--- config.mk ---
export PLATFORM = sky130hd
export DESIGN_NAME = edge_irq_detect
export DESIGN_NICKNAME = d
export VERILOG_FILES = /design/src/rtl/edge_irq_pkg.sv /design/src/rtl/pin_sync.sv /design/src/rtl/edge_unit.sv /design/src/rtl/edge_reg_if.sv /design/src/rtl/edge_irq_detect.sv
export SDC_FILE = /design/constraint.sdc
export NUM_CORES = 1
export LEC_CHECK = 0
export ABC_AREA = 1
export BUFFER_PORTS_ARGS = -buffer_cell sky130_fd_sc_hd__buf_2
export CORE_AREA = 3 3 42 44
export DETAILED_ROUTE_END_ITERATION = 10
export DIE_AREA = 0 0 45 47
export PLACE_DENSITY = 0.62
export REMOVE_ABC_BUFFERS = 1
export SETUP_SLACK_MARGIN = 0.02
export SYNTH_ARGS = -nofsm -noshare
export SYNTH_HDL_FRONTEND = slang
export SYNTH_SLANG_ARGS = --single-unit
--- constraint.sdc ---
create_clock -name clk -period 0.9 [get_ports clk]
set_input_delay 0.135 -clock clk [delete_from_list [all_inputs] [get_ports clk]]
set_output_delay 0.135 -clock clk [all_outputs]
set_load 0.005 [all_outputs]
--- src/rtl/edge_irq_pkg.sv ---
package edge_irq_pkg;

    localparam int unsigned NUM_SRC = 2;
    localparam int unsigned ADDR_W  = 2;

    typedef enum logic [ADDR_W-1:0] {
        REG_POLARITY = 2'd0,
        REG_LEVEL    = 2'd1,
        REG_REQUEST  = 2'd2
    } reg_addr_e;

    typedef struct packed {
        logic level;
        logic req;
        logic irq;
    } src_status_t;

    // Folded signal is high when the level matches the selected active state.
    function automatic logic polarity_fold(input logic lvl, input logic rise_sel);
        return ~(lvl ^ rise_sel);
    endfunction

endpackage

--- src/rtl/pin_sync.sv ---
module pin_sync #(
    parameter int unsigned STAGES = 2
) (
    input  logic clk,
    input  logic rst,
    input  logic pin_async,
    output logic pin_synced
);
    localparam int unsigned TOP = STAGES - 1;

    logic [STAGES-1:0] chain_q;

    always_ff @(posedge clk) begin
        if (rst) begin
            chain_q <= {STAGES{pin_async}};
        end else begin
            chain_q <= {chain_q[TOP-1:0], pin_async};
        end
    end

    assign pin_synced = chain_q[TOP];

endmodule

--- src/rtl/edge_unit.sv ---
module edge_unit
    import edge_irq_pkg::*;
(
    input  logic        clk,
    input  logic        rst,
    input  logic        lvl_sync,
    input  logic        rise_sel,
    input  logic        en,
    input  logic        ack,
    input  logic        sw_clr,
    output src_status_t status
);
    logic pol_now;
    logic pol_prev;
    logic edge_hit;
    logic clr;
    logic req_nxt;
    logic lvl_q;
    logic req_q;
    logic irq_q;

    assign pol_now  = polarity_fold(lvl_sync, rise_sel);
    assign edge_hit = pol_now & ~pol_prev;
    assign clr      = sw_clr | (ack & en);
    assign req_nxt  = edge_hit | (req_q & ~clr);

    always_ff @(posedge clk) begin
        if (rst) begin
            pol_prev <= polarity_fold(lvl_sync, 1'b0);
            lvl_q    <= lvl_sync;
            req_q    <= 1'b0;
            irq_q    <= 1'b0;
        end else begin
            pol_prev <= pol_now;
            lvl_q    <= lvl_sync;
            req_q    <= req_nxt;
            irq_q    <= req_nxt & en;
        end
    end

    assign status = '{level: lvl_q, req: req_q, irq: irq_q};

    AST_STICKY_WHEN_DISABLED: assert property (@(posedge clk) disable iff (rst)
        (req_q && !en && !sw_clr) |=> req_q);
    AST_REQ_NEEDS_EDGE: assert property (@(posedge clk) disable iff (rst)
        $rose(req_q) |-> $past(pol_now != pol_prev));
    AST_SET_BEATS_CLEAR: assert property (@(posedge clk) disable iff (rst)
        (edge_hit && clr) |=> req_q);
    AST_CLEAR_TAKES: assert property (@(posedge clk) disable iff (rst)
        (clr && !edge_hit) |=> !req_q);
    AST_IRQ_HAS_REQ: assert property (@(posedge clk) disable iff (rst)
        irq_q |-> req_q);
    AST_IRQ_NEEDS_EN: assert property (@(posedge clk) disable iff (rst)
        irq_q |-> $past(en));

endmodule

--- src/rtl/edge_reg_if.sv ---
module edge_reg_if
    import edge_irq_pkg::*;
#(
    parameter int unsigned N = NUM_SRC
) (
    input  logic              clk,
    input  logic              rst,
    input  logic [ADDR_W-1:0] addr,
    input  logic              wr,
    input  logic [N-1:0]      wdata,
    input  logic [N-1:0]      levels,
    input  logic [N-1:0]      reqs,
    output logic [N-1:0]      rise_sel,
    output logic [N-1:0]      sw_clr,
    output logic [N-1:0]      rdata
);
    logic [N-1:0] sel_q;

    always_ff @(posedge clk) begin
        if (rst) begin
            sel_q <= '0;
        end else if (wr && addr == REG_POLARITY) begin
            sel_q <= wdata;
        end
    end

    assign rise_sel = sel_q;
    assign sw_clr   = (wr && addr == REG_REQUEST) ? wdata : '0;

    always_comb begin
        case (addr)
            REG_LEVEL:   rdata = levels;
            REG_REQUEST: rdata = reqs;
            default:     rdata = '0;
        endcase
    end

    AST_RESET_POLARITY: assert property (@(posedge clk)
        rst |=> (sel_q == '0));
    AST_POLARITY_HOLDS: assert property (@(posedge clk) disable iff (rst)
        !(wr && addr == REG_POLARITY) |=> $stable(sel_q));

endmodule

--- src/rtl/edge_irq_detect.sv ---
module edge_irq_detect
    import edge_irq_pkg::*;
#(
    parameter int unsigned SYNC_STAGES = 2
) (
    input  logic                clk,
    input  logic                rst,
    input  logic                pin_gen,
    input  logic                pin_vsync,
    input  logic [NUM_SRC-1:0]  irq_en,
    input  logic [NUM_SRC-1:0]  irq_ack,
    input  logic [ADDR_W-1:0]   reg_addr,
    input  logic                reg_wr,
    input  logic [NUM_SRC-1:0]  reg_wdata,
    output logic [NUM_SRC-1:0]  reg_rdata,
    output logic [NUM_SRC-1:0]  irq_out
);
    logic [NUM_SRC-1:0] pins;
    logic [NUM_SRC-1:0] synced;
    logic [NUM_SRC-1:0] rise_sel;
    logic [NUM_SRC-1:0] sw_clr;
    logic [NUM_SRC-1:0] levels;
    logic [NUM_SRC-1:0] reqs;
    src_status_t        stat [NUM_SRC];

    assign pins = {pin_vsync, pin_gen};

    for (genvar i = 0; i < NUM_SRC; i++) begin : g_src
        pin_sync #(.STAGES(SYNC_STAGES)) u_sync (
            .clk        (clk),
            .rst        (rst),
            .pin_async  (pins[i]),
            .pin_synced (synced[i])
        );

        edge_unit u_edge (
            .clk      (clk),
            .rst      (rst),
            .lvl_sync (synced[i]),
            .rise_sel (rise_sel[i]),
            .en       (irq_en[i]),
            .ack      (irq_ack[i]),
            .sw_clr   (sw_clr[i]),
            .status   (stat[i])
        );

        assign levels[i]  = stat[i].level;
        assign reqs[i]    = stat[i].req;
        assign irq_out[i] = stat[i].irq;
    end

    edge_reg_if #(.N(NUM_SRC)) u_regs (
        .clk      (clk),
        .rst      (rst),
        .addr     (reg_addr),
        .wr       (reg_wr),
        .wdata    (reg_wdata),
        .levels   (levels),
        .reqs     (reqs),
        .rise_sel (rise_sel),
        .sw_clr   (sw_clr),
        .rdata    (reg_rdata)
    );

endmodule

==> impl_summary.log, run 1 <==
INFO  metric outcome = finished with violations
INFO  metric failed_checks = setup timing
INFO  metric final_common_cell = sky130_fd_sc_hd__nand2_1
INFO  metric syn_to_final_growth = 28.2%
INFO  metric worst_r2r_endpoint = g_src[1].u_edge.irq_q
INFO  metric ff2ff_path_depth = 6
INFO  metric worstPathArrival = 880 ps
INFO  metric clkPwrFrac = ~28%
INFO  metric maxSlewHeadroom = between 90% and 100%
INFO  metric synth.top_cell.area_share = between 40 and 50%
INFO  metric finalWorstSetupSlack = -119 ps
INFO  metric pin_count = 17
INFO  metric netSwitchingPower = between 0.2 and 0.3 mW
INFO  metric timing.critical_path.from = g_src[1].u_edge.lvl_q
INFO  metric holdPathStages = 3
INFO  metric worst-endpoint-required = around 760 ps
INFO  metric post_synth_num_cell_types = 14
INFO  metric power_leakage = around 0.37 nW
INFO  metric pwr-share-comb = approximately 15%
INFO  metric tritoncts = built
INFO  metric critPathMaxFanout = 1
INFO  metric fin_crit_share = 113%
INFO  metric die_height = 47 um
INFO  metric antenna_violations_before_repair = 0
INFO  metric dp_hpwl = just under 900 um
INFO  metric pins_over_their_slew_limit = 0
INFO  metric hold_ws = 92.7 ps
INFO  metric drive_gt1_share = around two fifths
INFO  metric number_of_nets_in_the_layout = approximately 110
INFO  metric most-common-layout-cells = 18 x sky130_fd_sc_hd__nand2_1, 16 x sky130_fd_sc_hd__buf_2, 8 x sky130_fd_sc_hd__inv_1, 8 x sky130_fd_sc_hd__dfxtp_1
INFO  metric post_dp_cell_area = 657 um2
INFO  metric pin_count_of_the_biggest_net_entering_global_routing = 9
INFO  metric critical_r2r_launch = u_regs.rise_sel[1]
INFO  metric floorplan.die.width = around 45 um
INFO  metric clock_sink_count = 14
INFO  metric synth_area = around 560 um2
INFO  metric worst_max_slew_pin_slew = 143 ps
INFO  metric grt_overflow = 0
INFO  metric vias_per_cell = between 4 and 5
INFO  metric cts.root.buffer_cell = sky130_fd_sc_hd__clkbuf_4
INFO  metric wirelength = 1.11 mm
INFO  metric vdd_ir_max = roughly 770 uV
INFO  metric finish.instance_area = just over 700 um2
INFO  metric rrSetupSlack = 90 ps
INFO  metric clock_insertion_delay_worst_skew = 270 ps
INFO  metric internal_power = ~0.92 mW
INFO  metric synth_seq_cells = 14
INFO  metric rsz0062_at_grt = yes
INFO  metric min_from = irq_en[1]
INFO  metric netlist_instances = 70
INFO  metric globalplace.congestion = 0.734
INFO  metric htreeDepth = 1
INFO  metric core_area = 1470 um2
INFO  metric hold_path_class = input pin to register
INFO  metric antenna_cells_inserted = 0
INFO  metric start_util = between 30% and 40%
INFO  metric pre_cts_slack = -102 ps
INFO  metric portBuffers = 16
INFO  metric route.antenna.remaining_nets = 0
INFO  metric min_to = g_src[1].u_edge.irq_q
INFO  metric globalRouteTotalUtil = about an eighth
INFO  metric clock_path_buffers = 2
INFO  metric grt_first_pass_wirelength = between 1.5 and 2 mm
INFO  metric synth_warnings = 0
INFO  metric sequentialPowerShare = between 50% and 60%
INFO  metric drt-initial-drc-count = 3
INFO  metric power-per-cell-area = ~1700 nW/um2
INFO  metric finalHoldViolations = 0
INFO  metric dr.pass1.iters = 2
INFO  metric maxClockFrequency = just under 1000 MHz
INFO  metric fp-row-count = 14
INFO  metric synthTopCellsByArea = sky130_fd_sc_hd__dfxtp_1 50%, sky130_fd_sc_hd__nand2_1 13%, sky130_fd_sc_hd__ha_1 6.7%
INFO  metric yosys.area.top_type = sky130_fd_sc_hd__dfxtp_1
INFO  metric crit_path_start_kind = register
INFO  metric num_vias = 486
INFO  metric path_cells = nand2_1, a21oi_1, buf_2
INFO  metric max_stage_delay = between 300 and 400 ps
INFO  metric clk_pin_slew = 70 ps
INFO  metric timing.setup.critical_path_class = register to output pin
INFO  metric number_of_global_route_vias_before_repair = between 400 and 500
INFO  metric wire_per_inst = slightly above 10 um
INFO  metric design.die.area = roughly 2100 um2
INFO  metric mean_instance_size_in_the_synthesized_netlist = just over 8 um2
INFO  metric finClkSkew = roughly 0.70 ps
INFO  metric setup_viol = 2
INFO  metric fin_crit = a little over 1000 ps
INFO  metric cts_made_buffers = 3
INFO  metric synth.yosys.seq_area_share = ~50%
INFO  metric critPathSlowestCell = sky130_fd_sc_hd__dfxtp_2
INFO  metric drc = 0
INFO  metric swShare = 24.5%
INFO  metric endpoint_kind = output pin
INFO  metric max_cap_viol_count = 0
INFO  metric p_total = 1.21 mW
-- registers in the layout, indices dropped and copies added, names as in the netlist --
register	flops
u_regs.rise_sel	2
g_src.u_edge.lvl_q	2
g_src.u_edge.pol_prev	2
g_src.u_sync.chain_q	4
g_src.u_edge.irq_q	2
g_src.u_edge.req_q	2
-- metal layers --
metal / track usage (%) / wire length (um)
met3: 2.68 / 64
met5: 0 / 0
met2: 19.2 / 516
met1: 14.3 / 506
met4: 7.02 / 21
-- area by class of cell --
type	count	area (um2)
inverter	10	37.5
multi-input combinational	44	240
fill	162	748
timing repair buffer	20	115
clock buffer	3	22.5
tap	16	20.0
sequential	14	288
-- cell usage after synthesis --
cell / n
sky130_fd_sc_hd__nand3_1: 6
sky130_fd_sc_hd__inv_1: 8
sky130_fd_sc_hd__buf_4: 2
sky130_fd_sc_hd__nor2_1: 1
sky130_fd_sc_hd__nand3_2: 2
sky130_fd_sc_hd__o21ai_1: 3
sky130_fd_sc_hd__nand2_2: 2
sky130_fd_sc_hd__a21oi_1: 6
sky130_fd_sc_hd__inv_2: 2
sky130_fd_sc_hd__ha_1: 3
sky130_fd_sc_hd__dfxtp_1: 14
sky130_fd_sc_hd__o21ai_0: 1
sky130_fd_sc_hd__nor2_2: 1
sky130_fd_sc_hd__nand2_1: 19
-- worst max-delay path by stage --
stage	endpoint
floorplan	g_src[0].u_edge.irq_q
global placement	reg_rdata[0]
detailed placement	g_src[0].u_edge.irq_q
CTS	reg_rdata[1]
global route	reg_rdata[1]
finish	reg_rdata[1]
-- logic make-up after synthesis --
| family | after synthesis | synth area share (%) |
|---|---|---|
| AO/OA/AOI/OAI | 10 | 8.87 |
| buffers and inverters | 12 | 9.31 |
| adder cells (fa/ha/maj) | 3 | 6.65 |
| AND/OR/NAND/NOR | 31 | 25.5 |
| flip-flops | 14 | 49.7 |
-- power groups by stage --
| stage | registers [mW] | logic [mW] | clock network, mW |
|---|---|---|---|
| finish | 0.696 | 0.181 | 0.335 |
| CTS | 0.693 | 0.172 | 0.351 |
| global route | 0.701 | 0.208 | 0.369 |
| detailed placement | 0.705 | 0.165 | 0 |
| global placement | 0.704 | 0.161 | 0 |
| floorplan | 0.701 | 0.0979 | 0 |
-- timing repair --
action,in CTS,in global routing
pin swaps,1,1
setup buffers,0,1
endpoints found under the hold margin,2,0
resized for setup,2,7
hold buffers,2,0
setup endpoints to repair,2,4
-- critical path, delay by kind of cell (launching register included) --
family / cells / cell delay, ps
AND/OR/NAND/NOR: 1 / 40
buffers and inverters: 1 / 120
flip-flops: 1 / 320
AO/OA/AOI/OAI: 1 / 130
-- through the flow --
step / instances / utilization (%) / TNS, ps
CTS: 106 / 47.7 / -257
floorplan: 68 / - / 0
finish: 107 / 49.1 / -236
global placement: 101 / 44.6 / -222
global route: 107 / 49.1 / -350
detailed placement: 101 / 44.6 / -368
Power figures use the tool's default switching activity.
==> run 2: changes to the inputs <==
Settings changed: CORE_AREA 3 3 42 44 to 3 3 40 42, DIE_AREA 0 0 45 47 to 0 0 43 45, PLACE_DENSITY 0.62 to 0.68.
==> impl_summary.log, run 2 (synthesis gave the netlist of run 1 again) <==
INFO  metric outcome = finished with violations
INFO  metric failed_checks = setup timing
INFO  metric worst_r2r_endpoint = g_src[1].u_edge.pol_prev
INFO  metric hold_path_class = input pin to register
INFO  metric p_total = roughly 1.3 mW
INFO  metric maxSlewHeadroom = between 80% and 90%
INFO  metric critPathSlowestCell = sky130_fd_sc_hd__dfxtp_2
INFO  metric timing.critical_path.from = g_src[1].u_edge.req_q
INFO  metric rrSetupSlack = 80 ps
INFO  metric wirelength = 1.11 mm
INFO  metric worstSetupEndpoint = reg_rdata[1]
INFO  metric fin_util = between 50% and 60%
INFO  metric vias_per_cell = ~4.6
INFO  metric pin_count_of_the_biggest_net_entering_global_routing = 9
INFO  metric tritoncts = built
INFO  metric timing.setup.critical_path_class = register to output pin
INFO  metric finClkSkew = 7.99 ps
INFO  metric power_leakage = ~0.38 nW
INFO  metric num_vias = ~500
INFO  metric route.antenna.remaining_nets = 0
INFO  metric worst-endpoint-required = roughly 760 ps
INFO  metric max_cap_viol_count = 0
INFO  metric sequentialPowerShare = around half
INFO  metric grt_overflow = 0
INFO  metric clk_pin_slew = about 90 ps
INFO  metric worstPathArrival = about 900 ps
INFO  metric most-common-layout-cells = 16 x sky130_fd_sc_hd__buf_2, 14 x sky130_fd_sc_hd__nand2_1, 8 x sky130_fd_sc_hd__dfxtp_1
INFO  metric antenna_cells_inserted = 0
INFO  metric rsz0062_at_grt = yes
INFO  metric drive_gt1_share = between 40% and 50%
INFO  metric syn_to_final_growth = 34.1%
INFO  metric pwr-share-comb = 14.2%
INFO  metric finalHoldViolations = 0
INFO  metric drc = 0
INFO  metric regMostFlops = g_src.u_sync.chain_q
INFO  metric fin_setup_tns = -254 ps
INFO  metric dr.pass1.iters = 2
INFO  metric critical_r2r_launch = u_regs.rise_sel[1]
INFO  metric vdd_ir_max = 1000 uV
INFO  metric start_util = 43.9%
INFO  metric number_of_nets_in_the_layout = 110
INFO  metric die_height = around 45 um
INFO  metric hold_ws = just under 90 ps
INFO  metric wire_per_inst = just over 10 um
INFO  metric design.die.area = roughly 1900 um2
INFO  metric finalWorstSetupSlack = -143 ps
INFO  metric path_cells = nand2_2, a21oi_2, buf_2
INFO  metric fp-row-count = 13
INFO  metric clock_sink_count = 14
INFO  metric max_stage_delay = 340 ps
INFO  metric ff2ff_path_depth = 5
INFO  metric post_dp_cell_area = around 660 um2
INFO  metric fin_crit = ~1000 ps
INFO  metric pre_cts_slack = -76.4 ps
INFO  metric clkPwrFrac = 34.0%
INFO  metric number_of_global_route_vias_before_repair = about 420
INFO  metric netSwitchingPower = ~0.33 mW
INFO  metric worst_max_slew_pin_slew = approximately 180 ps
INFO  metric pins_over_their_slew_limit = 0
INFO  metric core_area = about 1300 um2
INFO  metric non_filler_cells_in_the_finished_layout = ~110
INFO  metric fin_crit_share = 116%
INFO  metric final_common_cell = sky130_fd_sc_hd__buf_2
INFO  metric htreeDepth = 1
INFO  metric antenna_violations_before_repair = 0
INFO  metric maxClockFrequency = between 900 and 1000 MHz
INFO  metric endpoint_kind = output pin
INFO  metric cts_made_buffers = 3
INFO  metric floorplan.die.width = 43 um
INFO  metric power-per-cell-area = about 1800 nW/um2
INFO  metric largest_register_ff_count = 4
INFO  metric internal_power = about 1 mW
INFO  metric dp_hpwl = just under 800 um
INFO  metric numPlacedInstances = 100
INFO  metric grt_first_pass_wirelength = ~1.7 mm
INFO  metric crit_path_start_kind = register
INFO  metric swShare = 24.9%
INFO  metric pin_count = 17
INFO  metric globalplace.congestion = around 0.8
INFO  metric critPathMaxFanout = 2
INFO  metric clock_path_buffers = 2
INFO  metric cts.root.buffer_cell = sky130_fd_sc_hd__clkbuf_4
INFO  metric clock_insertion_delay_worst_skew = between 200 and 300 ps
INFO  metric globalRouteTotalUtil = approximately 12%
INFO  metric setup_viol = 2
INFO  metric portBuffers = 16
INFO  metric drt-initial-drc-count = 9
INFO  metric finish.instance_area = 757 um2
[run 2: repair_timing]
action                     CTS  global route
hold endpoints to repair     2             0
hold buffers                 2             0
pin swaps                    2             5
setup endpoints to repair    2             6
buffers inserted             0             2
gates resized for setup      3            13
[run 2: layout make-up]
class                           instances  area, um2
Clock buffer                            4       36.3
Fill cell                             133        528
Inverter                               10       37.5
Multi-Input combinational cell         44        251
Sequential cell                        14        290
Tap cell                               15       18.8
Timing Repair Buffer                   21        123
[run 2: layer usage]
| metal | share of wire, % | GRT usage, % | vias to the layer above |
|---|---|---|---|
| li1 | - | - | 266 |
| met1 | 47 | 15.7 | 205 |
| met2 | 43 | 17.1 | 16 |
| met3 | 7.7 | 3.59 | 5 |
| met4 | 2.4 | 9.04 | 0 |
| met5 | 0 | 0 | - |
[run 2: power by group through the flow]
stage               Combinational, mW  Sequential, mW  Clock, mW
global placement                0.159           0.704          0
CTS                             0.170           0.693      0.455
global route                    0.216           0.703      0.481
floorplan                      0.0979           0.701          0
detailed placement              0.163           0.704          0
finish                          0.191           0.698      0.458
[run 2: critical path: cells and delay by family, from the launching register on]
kind / cells / cell delay [ps]
simple gates: 1 / 50
flops: 1 / 340
compound gates: 1 / 120
buf+inv: 1 / 110
[run 2: worst min path at each step]
| stage | from | endpoint | slack [ps] | cells after the start |
|---|---|---|---|---|
| after floorplan | pin_gen | g_src[0].u_sync.chain_q[0] | 160 | 0 |
| after global routing | irq_en[0] | g_src[0].u_edge.irq_q | 100 | 3 |
| after detailed placement | pin_gen | g_src[0].u_sync.chain_q[0] | 250 | 1 |
| after global placement | pin_gen | g_src[0].u_sync.chain_q[0] | 250 | 1 |
| final | irq_en[1] | g_src[1].u_edge.irq_q | 90 | 3 |
| after CTS | irq_en[1] | g_src[1].u_edge.irq_q | 90 | 3 |
